File: config.mk
export PLATFORM = sky130hd
export DESIGN_NAME = spi_frame_engine
export DESIGN_NICKNAME = d
export VERILOG_FILES = /design/src/rtl/spi_eng_pkg.sv /design/src/rtl/spi_eng_ctrl.sv /design/src/rtl/spi_eng_dp.sv /design/src/rtl/spi_frame_engine.sv
export SDC_FILE = /design/constraint.sdc
export NUM_CORES = 1
export LEC_CHECK = 0
export ABC_AREA = 1
export ABC_CLOCK_PERIOD_IN_PS = 2700
export BUFFER_PORTS_ARGS = -buffer_cell sky130_fd_sc_hd__buf_2
export CAP_MARGIN = 20
export CORE_MARGIN = 2
export CORE_UTILIZATION = 35
export DETAILED_ROUTE_END_ITERATION = 10
export PLACE_DENSITY_LB_ADDON = 0.05
export SKIP_LAST_GASP = 1
export SLEW_MARGIN = 25
export SYNTH_ARGS = -nofsm -noshare
export SYNTH_HDL_FRONTEND = slang
export SYNTH_SLANG_ARGS = --single-unit
File: constraint.sdc
create_clock -name clk -period 2.7 [get_ports clk]
set_clock_uncertainty 0.1 [all_clocks]
set_input_delay 0.135 -clock clk [delete_from_list [all_inputs] [get_ports clk]]
set_output_delay 0.135 -clock clk [all_outputs]
set_load 0.02 [all_outputs]
File: src/rtl/spi_eng_pkg.sv
package spi_eng_pkg;
  typedef struct packed {
    logic load;    // frame start accepted
    logic sample;  // leading edge: capture miso
    logic shift;   // trailing edge, more bits follow
    logic finish;  // trailing edge of the final bit
  } engStrobe_t;
endpackage

File: src/rtl/spi_eng_ctrl.sv
module spi_eng_ctrl
  import spi_eng_pkg::*;
#(
  parameter int DIV_W = 8,
  parameter int CNT_W = 5
) (
  input  logic             clk,
  input  logic             rstN,
  input  logic             txWrite,
  input  logic [DIV_W-1:0] cfgDiv,
  input  logic [CNT_W-1:0] frameBitsIn,
  output engStrobe_t       strb,
  output logic             busy,
  output logic             half
);
  logic [DIV_W-1:0] divCnt;
  logic [DIV_W-1:0] divLat;
  logic [CNT_W-1:0] bitCnt;
  logic [CNT_W-1:0] nBits;
  logic tick;
  logic lastBit;

  assign tick    = busy && (divCnt == divLat);
  assign lastBit = (bitCnt == nBits - CNT_W'(1));

  always_comb begin
    strb.load   = !busy && txWrite;
    strb.sample = tick && !half;
    strb.shift  = tick && half && !lastBit;
    strb.finish = tick && half && lastBit;
  end

  always_ff @(posedge clk or negedge rstN) begin
    if (!rstN) begin
      busy   <= 1'b0;
      half   <= 1'b0;
      divCnt <= '0;
      divLat <= '0;
      bitCnt <= '0;
      nBits  <= '0;
    end else if (!busy) begin
      divCnt <= '0;
      half   <= 1'b0;
      bitCnt <= '0;
      if (txWrite) begin
        busy   <= 1'b1;
        nBits  <= frameBitsIn;
        divLat <= cfgDiv;
      end
    end else if (tick) begin
      divCnt <= '0;
      if (!half) begin
        half <= 1'b1;
      end else begin
        half <= 1'b0;
        if (lastBit) busy <= 1'b0;
        else bitCnt <= bitCnt + CNT_W'(1);
      end
    end else begin
      divCnt <= divCnt + DIV_W'(1);
    end
  end

  // a start strobe during a frame changes neither the frame nor its length
  assert_start_ignored_R9: assert property (@(posedge clk) disable iff (!rstN)
    (busy && txWrite && !strb.finish) |=> (busy && $stable(nBits)));

  // the bit counter never passes the latched frame length
  assert_bitcnt_range_R2: assert property (@(posedge clk) disable iff (!rstN)
    busy |-> (bitCnt < nBits));

  // a frame only begins after a start strobe
  assert_start_cause_R2: assert property (@(posedge clk) disable iff (!rstN)
    $rose(busy) |-> $past(txWrite));
endmodule

File: src/rtl/spi_eng_dp.sv
module spi_eng_dp
  import spi_eng_pkg::*;
#(
  parameter int MAX_W = 16,
  parameter int LEN_W = 5
) (
  input  logic             clk,
  input  logic             rstN,
  input  engStrobe_t       strb,
  input  logic [LEN_W-1:0] cfgLen,
  input  logic             cfgLsbFirst,
  input  logic             cfgTxParEn,
  input  logic             cfgRxParEn,
  input  logic             cfgParOdd,
  input  logic             txByteWrite,
  input  logic [MAX_W-1:0] txData,
  input  logic             miso,
  output logic             mosi,
  output logic [MAX_W-1:0] rxData,
  output logic             rxValid,
  output logic             parErr
);
  localparam int IDX_W = $clog2(MAX_W);

  logic [MAX_W-1:0] txWord, rxWord;
  logic [MAX_W-1:0] lenMask, byteMask;
  logic [LEN_W-1:0] bitIdx, lenLat, posWide;
  logic [IDX_W-1:0] pos;
  logic lsbLat, tpLat, rpLat, oddLat, parRx, active;
  logic inParity;

  assign lenMask  = ~({MAX_W{1'b1}} << cfgLen);
  assign byteMask = {{(MAX_W-8){1'b0}}, {8{1'b1}}};
  assign inParity = (bitIdx >= lenLat);
  assign posWide  = lsbLat ? bitIdx : (lenLat - LEN_W'(1) - bitIdx);
  assign pos      = IDX_W'(posWide);

  always_comb begin
    if (!active) mosi = 1'b0;
    else if (inParity) mosi = tpLat & ((^txWord) ^ oddLat);
    else mosi = txWord[pos];
  end

  always_ff @(posedge clk or negedge rstN) begin
    if (!rstN) begin
      txWord  <= '0;
      rxWord  <= '0;
      bitIdx  <= '0;
      lenLat  <= '0;
      lsbLat  <= 1'b0;
      tpLat   <= 1'b0;
      rpLat   <= 1'b0;
      oddLat  <= 1'b0;
      parRx   <= 1'b0;
      active  <= 1'b0;
      rxData  <= '0;
      rxValid <= 1'b0;
      parErr  <= 1'b0;
    end else begin
      rxValid <= 1'b0;
      parErr  <= 1'b0;
      if (strb.load) begin
        txWord <= txData & lenMask & (txByteWrite ? byteMask : {MAX_W{1'b1}});
        rxWord <= '0;
        bitIdx <= '0;
        lenLat <= cfgLen;
        lsbLat <= cfgLsbFirst;
        tpLat  <= cfgTxParEn;
        rpLat  <= cfgRxParEn;
        oddLat <= cfgParOdd;
        parRx  <= 1'b0;
        active <= 1'b1;
      end
      if (strb.sample) begin
        if (inParity) parRx <= miso;
        else rxWord[pos] <= miso;
      end
      if (strb.shift) bitIdx <= bitIdx + LEN_W'(1);
      if (strb.finish) begin
        active  <= 1'b0;
        rxValid <= 1'b1;
        rxData  <= rxWord;
        parErr  <= rpLat & (((^rxWord) ^ parRx) != oddLat);
      end
    end
  end

  // the received-word strobe lasts one cycle
  assert_valid_pulse_R8: assert property (@(posedge clk) disable iff (!rstN)
    rxValid |=> !rxValid);

  // a parity error only accompanies a word received with checking on
  assert_parerr_qualified_R7: assert property (@(posedge clk) disable iff (!rstN)
    parErr |-> (rxValid && rpLat));

  // a frame is only started with a legal length
  assert_len_legal_R3: assert property (@(posedge clk) disable iff (!rstN)
    strb.load |-> (cfgLen >= LEN_W'(4) && cfgLen <= LEN_W'(MAX_W)));
endmodule

File: src/rtl/spi_frame_engine.sv
module spi_frame_engine
  import spi_eng_pkg::*;
#(
  parameter int MAX_W = 16,
  parameter int DIV_W = 8,
  parameter int LEN_W = $clog2(MAX_W + 1)
) (
  input  logic             clk,
  input  logic             rstN,
  input  logic [LEN_W-1:0] cfgLen,
  input  logic             cfgLsbFirst,
  input  logic             cfgCpol,
  input  logic [DIV_W-1:0] cfgDiv,
  input  logic             cfgTxParEn,
  input  logic             cfgRxParEn,
  input  logic             cfgParOdd,
  input  logic             txWrite,
  input  logic             txByteWrite,
  input  logic [MAX_W-1:0] txData,
  input  logic             miso,
  output logic             sclk,
  output logic             csN,
  output logic             mosi,
  output logic             busy,
  output logic             rxValid,
  output logic [MAX_W-1:0] rxData,
  output logic             parErr
);
  engStrobe_t       strb;
  logic             half;
  logic [LEN_W-1:0] frameBitsIn;

  assign frameBitsIn = cfgLen + LEN_W'(cfgTxParEn | cfgRxParEn);
  assign sclk = cfgCpol ^ half;
  assign csN  = !busy;

  spi_eng_ctrl #(.DIV_W(DIV_W), .CNT_W(LEN_W)) i_ctrl (
    .clk(clk), .rstN(rstN), .txWrite(txWrite), .cfgDiv(cfgDiv),
    .frameBitsIn(frameBitsIn), .strb(strb), .busy(busy), .half(half)
  );

  spi_eng_dp #(.MAX_W(MAX_W), .LEN_W(LEN_W)) i_dp (
    .clk(clk), .rstN(rstN), .strb(strb), .cfgLen(cfgLen),
    .cfgLsbFirst(cfgLsbFirst), .cfgTxParEn(cfgTxParEn),
    .cfgRxParEn(cfgRxParEn), .cfgParOdd(cfgParOdd),
    .txByteWrite(txByteWrite), .txData(txData), .miso(miso),
    .mosi(mosi), .rxData(rxData), .rxValid(rxValid), .parErr(parErr)
  );

  // with chip select released the clock rests at its idle level
  assert_sclk_idle_R10: assert property (@(posedge clk) disable iff (!rstN)
    csN |-> (sclk == cfgCpol));

  // mosi only moves while sclk is at its idle level (trailing edges)
  assert_mosi_trailing_R10: assert property (@(posedge clk) disable iff (!rstN)
    (!csN && $past(!csN) && !$stable(mosi)) |-> (sclk == cfgCpol));
endmodule

# Word level (Yosys, flattened, before mapping)
# Cells that the tools add are included.
[totals]
register_bits = 94
output_inout_bits = 22
[op_classes]
magnitude_cmp = 3
n_mux = 35
bitwise_logic = 10
eq_ne = 6
shifts = 1
reduce_logical = 16
addsub = 7
[ops]
columns = ["cell", "n"]
rows = [
  ["$mux 16", 4],
  ["$and 16x16->16", 2],
  ["$reduce_xor 16->1", 2],
  ["$mux 5", 6],
  ["$mux 1", 19],
  ["$bwmux 16", 1],
  ["$mux 8", 2],
  ["$not 16->16", 1],
  ["$shl 16x5->16 const A", 1],
  ["$add 5x1->5 const B", 2],
  ["$add 8x1->8 const B", 1],
  ["$eq 8x8->1", 1],
  ["$logic_and 1x1->1", 7],
  ["$ne 2x2->1 const B", 3],
  ["$add 5x1->5", 1],
  ["$eq 5x5->1", 1],
  ["$ge 5x5->1", 1],
  ["$lt 4x5->1 const B", 1],
  ["$sub 5x1->5 const B", 1],
  ["$bmux 1 s4", 1],
  ["$demux 1 s4", 1],
  ["$ge 4x1->1 const B", 1],
  ["$mux 4", 1],
  ["$reduce_bool 2->1", 2],
  ["other kinds (10)", 15],
]

# Depth between registers and ports, before layout
[depth]
depth_word = 10
depth_mapped = 16
ltp_nobuf = 16

# Cells and area by module
# Synthesis repeated with hierarchy kept, for this count alone.
[unflattened]
cells_unflattened = 718
area_unflattened_um2 = 5565.3
[modules_own_cells]
columns = ["module", "instances", "area_each_um2", "seq_area_each_um2", "cells_per_inst"]
rows = [
  ["spi_eng_dp", 1, 3827.4, 1651.6, 496],
  ["spi_eng_ctrl", 1, 1640.3, 700.7, 206],
  ["spi_frame_engine", 1, 97.6, 0.0, 16],
]

# Worst setup path after synthesis
# No wires, ideal clock.
[synth_path]
path_kind = "flip-flop to output port"
start = "reg i_dp.bitIdx[0]"
end = "out mosi"
arrival_ps = 2257
slack_ps = 208
stages_incl_launch_ff = 16
path_cell_list = "dfrtp_1 > inv_1 > ha_1 > inv_1 > fa_1 > o21ai_2 > inv_4 > nand2_1 > nand2_1 > nand2_1 > nand2_1 > nand2_1 > nand2_1 > nand2_1 > nand2_1 > nor2_1"
[synth_via]
elab_chain_cells = 6
[synth_lines]
columns = ["element", "line_no", "source"]
rows = [
  ["start, declared", "spi_eng_dp.sv:27", "logic [LEN_W-1:0] bitIdx, lenLat, posWide;"],
  ["start signal, assigned", "spi_eng_dp.sv:78", "if (strb.shift) bitIdx <= bitIdx + LEN_W'(1);"],
  ["$sub 4x4->4", "spi_eng_dp.sv:35", "assign posWide = lsbLat ? bitIdx : (lenLat - LEN_W'(1) - bitIdx);"],
  ["$mux 4", "spi_eng_dp.sv:35", ""],
  ["$bmux 1 s4", "spi_eng_dp.sv:41", "else mosi = txWord[pos];"],
  ["$mux 1 (not written as such)", "spi_eng_dp.sv:41", ""],
  ["$mux 1 (*)", "spi_eng_dp.sv:40", "else if (inParity) mosi = tpLat & ((^txWord) ^ oddLat);"],
  ["$mux 1 (*)", "spi_eng_dp.sv:39", "if (!active) mosi = 1'b0;"],
  ["end, declared", "spi_frame_engine.sv:23", "output logic mosi,"],
]
# Every way passes the cells marked *; elsewhere a longest branch is shown, timed or not. The select of a mux whose other input is x is not followed.

# Worst setup path in the final report
# Same ends and word-level chain as after synthesis.

==> run metrics <==
result of the run finished with violations; violations in the final reports setup timing; chip height roughly 130 microns; standard cell with the maximum stage delay on the critical path sky130_fd_sc_hd__fa_1; wire length of the first global-routing pass 23,690 microns; number of antenna-violating nets in the routed design 0; worst setup path category flip-flop to primary output; detailed-route wire length per cell ~14 microns; crit share post-route 102.4%; Worst Slack Setup Final -65.28 ps; Post-Synthesis Mean Instance Area 7.368 sq um; Max Transition Viols Final 0; path type of the worst min-delay path input pin to flip-flop; unrepaired setup endpoints after global routing yes; flip-flop and latch area about 2400 sq um; largest net degree at the start of global routing 57; sum of internal, switching and leakage power 0.004353 W; number of buffers inserted by port buffering 60; number of hold violations in the final report 0; startpoint of the worst register-to-register path i_ctrl.busy; TritonCTS buffer count 9; iteration count of the initial detailed-routing pass 5; yosys warns 0; remaining global-route overflow 0; number of distinct library cell variants in the gate-level netlist after synthesis 39; number of top-level pins 61; worst-case vdd ir drop roughly 0.00039 V; path depth of the worst reg2reg path 7; detailed-route wire length approximately 15,000 microns; maximum level of the CTS H-tree 3; setup-violating endpoint count in the final report 1; cells traversed along the worst timing path inv_2, ha_4, inv_2, fa_1, o21ai_4, buf_6, nand2_2, nand2_1, nand2_1, nand2_1, nand2_1, nand2_1, nand2_1, nand2_1, nor2_2, buf_6; final instance count without filler cells 1,056; fraction of the yosys area taken by sequential cells about 43%; CTS max path bufs 2; overall track demand over capacity in global routing between 10% and 20%; clock tree root driver cell sky130_fd_sc_hd__clkbuf_16; clock latency at the later pin of the worst-skew pair between 300 and 400 ps; Antenna Cells 0; category of the worst setup path launch point flip-flop; proportion of layout cells with a drive suffix above 1 between 10% and 20%; highest clock rate between 300 and 400 MHz; Worst setup endpoint mosi; Slew headroom between 50% and 60%; net count of the mapped netlist between 700 and 800; Worst Tran Pin Value 637.7 ps; count of mapped cells out of synthesis between 700 and 800; count of max-cap constraint violations 0; family with the most delay on the worst path adder cells; CTS clk-pin slew, worst paths 70 ps; Final GP Congestion between 0.8 and 0.9; Nets roughly 900; setup slack at placement ~190 ps; Seq cells post-synth 94; leakage power total between 3 and 4 nW; arrival time worst endpoint 2530 ps; area of the core 15,260 sq um; number of buffers and inverters on the critical path 4; antenna violations before repair 0; Setup crit start i_dp.bitIdx[0]; Crit path depth 16; CP required 2470 ps; aggregate negative setup slack -65.28 ps; slowest cell delay on critical path a little under 600 ps; per-cell via count in the routed design roughly 4.7; clock tree from TritonCTS yes; number of clock sinks between 90 and 100; overall die width between 100 and 150 microns; power density cells between 600 and 700 nW/um^2; cell total after placement between 1,000 and 1,500; endpoint kind of the worst setup timing path primary output; Vias 4,986; cell mode on critical path sky130_fd_sc_hd__nand2_1; number of cells on the worst hold path 3; fill cell total of the finished layout 1,594; number of cell rows between 40 and 50; post-layout min period 2765 ps; floorplan die area 16,720 sq um; multi-input logic area around 2800 sq um; Starting Density roughly 36%; Reg2Reg Capture Point i_dp.txWord[15]; Syn-to-layout area delta 22.54%; placed wire-length estimate between 10,000 and 15,000 microns; post-synth design cell area 5497 sq um; DRC 0; post-layout utilization of the core between 40% and 50%; via count of the first global-routing pass around 4,700; setup slack, reg-to-reg approximately 210 ps; initial detailed-routing violation count 293; highest fanout seen on the critical path 5
logic make-up (layout without fill, tap and decap cells):
kind of cell | after synthesis | after routing | synth area share (%)
DFF | 94 | 94 | 42.80
and+or+nand+nor | 419 | 419 | 33.67
adders and majority gates | 14 | 14 | 3.324
buffers and inverters | 111 | 210 | 7.762
xor gates and xnor gates | 28 | 28 | 4.462
AOI/OAI and AO/OA | 80 | 80 | 7.990
final cells by class:
type,count,share of cell area (%)
multi-input combinational,541,40.94
sequential,94,34.92
timing repair buffer,105,10.92
inverter,92,5.164
tap,211,3.920
clock buffer,11,3.604
clock inverter,2,0.5202
timing repair:
item | CTS | global route
pin swaps | 1 | 4
setup endpoints to repair | 1 | 1
hold buffers | 29 | 0
hold endpoints to repair | 65 | 0
setup buffers | 1 | 4
resized for setup | 3 | 12
worst min path at each step:
stage                           from                to  slack [ps]
after floorplan                 rstN  i_ctrl.bitCnt[0]        -260
after global placement          rstN    i_dp.txWord[3]          60
after detailed placement        rstN    i_dp.txWord[3]          50
after CTS                  txData[4]    i_dp.txWord[4]          20
after global routing      txData[12]   i_dp.txWord[12]          30
final                      txData[4]    i_dp.txWord[4]          40
cells in the mapped netlist:
master                     count  share of area [%]
sky130_fd_sc_hd__or2_2         3               0.34
sky130_fd_sc_hd__clkbuf_1     12               0.82
sky130_fd_sc_hd__nor2_2        2               0.23
sky130_fd_sc_hd__nand4_1      23                2.6
sky130_fd_sc_hd__o32ai_1       1               0.16
sky130_fd_sc_hd__xor2_1       15                2.4
sky130_fd_sc_hd__inv_1        88                6.0
sky130_fd_sc_hd__a21boi_0      1               0.14
sky130_fd_sc_hd__nand2_4       2               0.41
sky130_fd_sc_hd__inv_4         1               0.11
sky130_fd_sc_hd__nand2_2       5               0.57
sky130_fd_sc_hd__nand3b_1      3               0.41
sky130_fd_sc_hd__o22ai_1       4               0.46
sky130_fd_sc_hd__nand2_1     261                 18
sky130_fd_sc_hd__o21ai_2       2               0.32
sky130_fd_sc_hd__o211ai_1      5               0.68
sky130_fd_sc_hd__buf_1         1              0.068
sky130_fd_sc_hd__nor3b_1       2               0.27
sky130_fd_sc_hd__o311ai_0      1               0.16
sky130_fd_sc_hd__fa_1          1               0.36
sky130_fd_sc_hd__buf_2         6               0.55
sky130_fd_sc_hd__nor2_4        2               0.41
sky130_fd_sc_hd__nor3_2        3               0.55
sky130_fd_sc_hd__nor3_4        3               0.89
sky130_fd_sc_hd__nand3_2       2               0.36
sky130_fd_sc_hd__a21oi_1       8               0.73
sky130_fd_sc_hd__xnor2_1      13                2.1
sky130_fd_sc_hd__dfrtp_1      94                 43
sky130_fd_sc_hd__ha_1         13                3.0
sky130_fd_sc_hd__a31oi_1       1               0.11
sky130_fd_sc_hd__o21ai_0      39                3.6
sky130_fd_sc_hd__o21ai_1      17                1.5
sky130_fd_sc_hd__or2_1         1               0.11
sky130_fd_sc_hd__nor2_1       47                3.2
sky130_fd_sc_hd__clkinv_1      1              0.068
sky130_fd_sc_hd__nor3_1        3               0.27
sky130_fd_sc_hd__inv_2         2               0.14
sky130_fd_sc_hd__nand3_1      57                5.2
sky130_fd_sc_hd__o21a_1        1               0.14
cells in the final DEF (no fill, tap or decap), drive strengths merged, types with 2 or more instances in the layout:
master | Yosys | final
nand2 | 268 | 268
dfrtp | 94 | 94
inv | 91 | 91
buf | 7 | 76
nand3 | 59 | 59
o21ai | 58 | 58
nor2 | 51 | 51
dlygate4sd3 | 0 | 29
nand4 | 23 | 23
xor2 | 15 | 15
xnor2 | 13 | 13
ha | 13 | 13
clkbuf | 12 | 11
nor3 | 9 | 9
a21oi | 8 | 8
o211ai | 5 | 5
o22ai | 4 | 4
or2 | 4 | 4
nand3b | 3 | 3
nor3b | 2 | 2
clkinv | 1 | 2
worst register-to-register path, stage by stage (launching register included):
cell                            delay (ps)
sky130_fd_sc_hd__dfrtp_1               540
sky130_fd_sc_hd__inv_1                 200
sky130_fd_sc_hd__nand2_1               180
sky130_fd_sc_hd__clkinv_1              100
sky130_fd_sc_hd__buf_4                 330
sky130_fd_sc_hd__nand2_1               150
sky130_fd_sc_hd__o32ai_1               230
sky130_fd_sc_hd__dlygate4sd3_1         590
through the flow:
step	hold slack (ps)	instance area [sq um]
3_3_place_gp	59.45	6080
3_5_place_dp	50.42	6080
6_report	37.50	6735
4_1_cts	16.35	6668
5_1_grt	34.96	6735
2_1_floorplan	-260.6	5497
registers in the layout (all words and copies together) (netlist names), 5 cells and up:
name           count
i_ctrl.bitCnt      5
i_ctrl.nBits       5
i_dp.rxWord       16
i_ctrl.divLat      8
i_dp.txWord       16
i_dp.bitIdx        5
i_dp.rxData       16
i_ctrl.divCnt      8
i_dp.lenLat        5
layer usage:
metal | GRT usage, % | vias to the layer above | part of all wire, %
met5 | 0 | - | 0
met4 | 4.476 | 0 | 1.1
met3 | 3.262 | 12 | 3.6
met2 | 31.61 | 90 | 48
met1 | 24.04 | 2319 | 48
li1 | - | 2565 | -
report_power, final:
part	internal, W	total, W	switching [W]
clock network	0.000728	0.00128	0.000549
registers	0.00157	0.00173	0.000166
logic	0.000523	0.00134	0.000822
total	0.00282	0.00435	0.00154
Note: power is estimated with default switching activity, not from simulation.
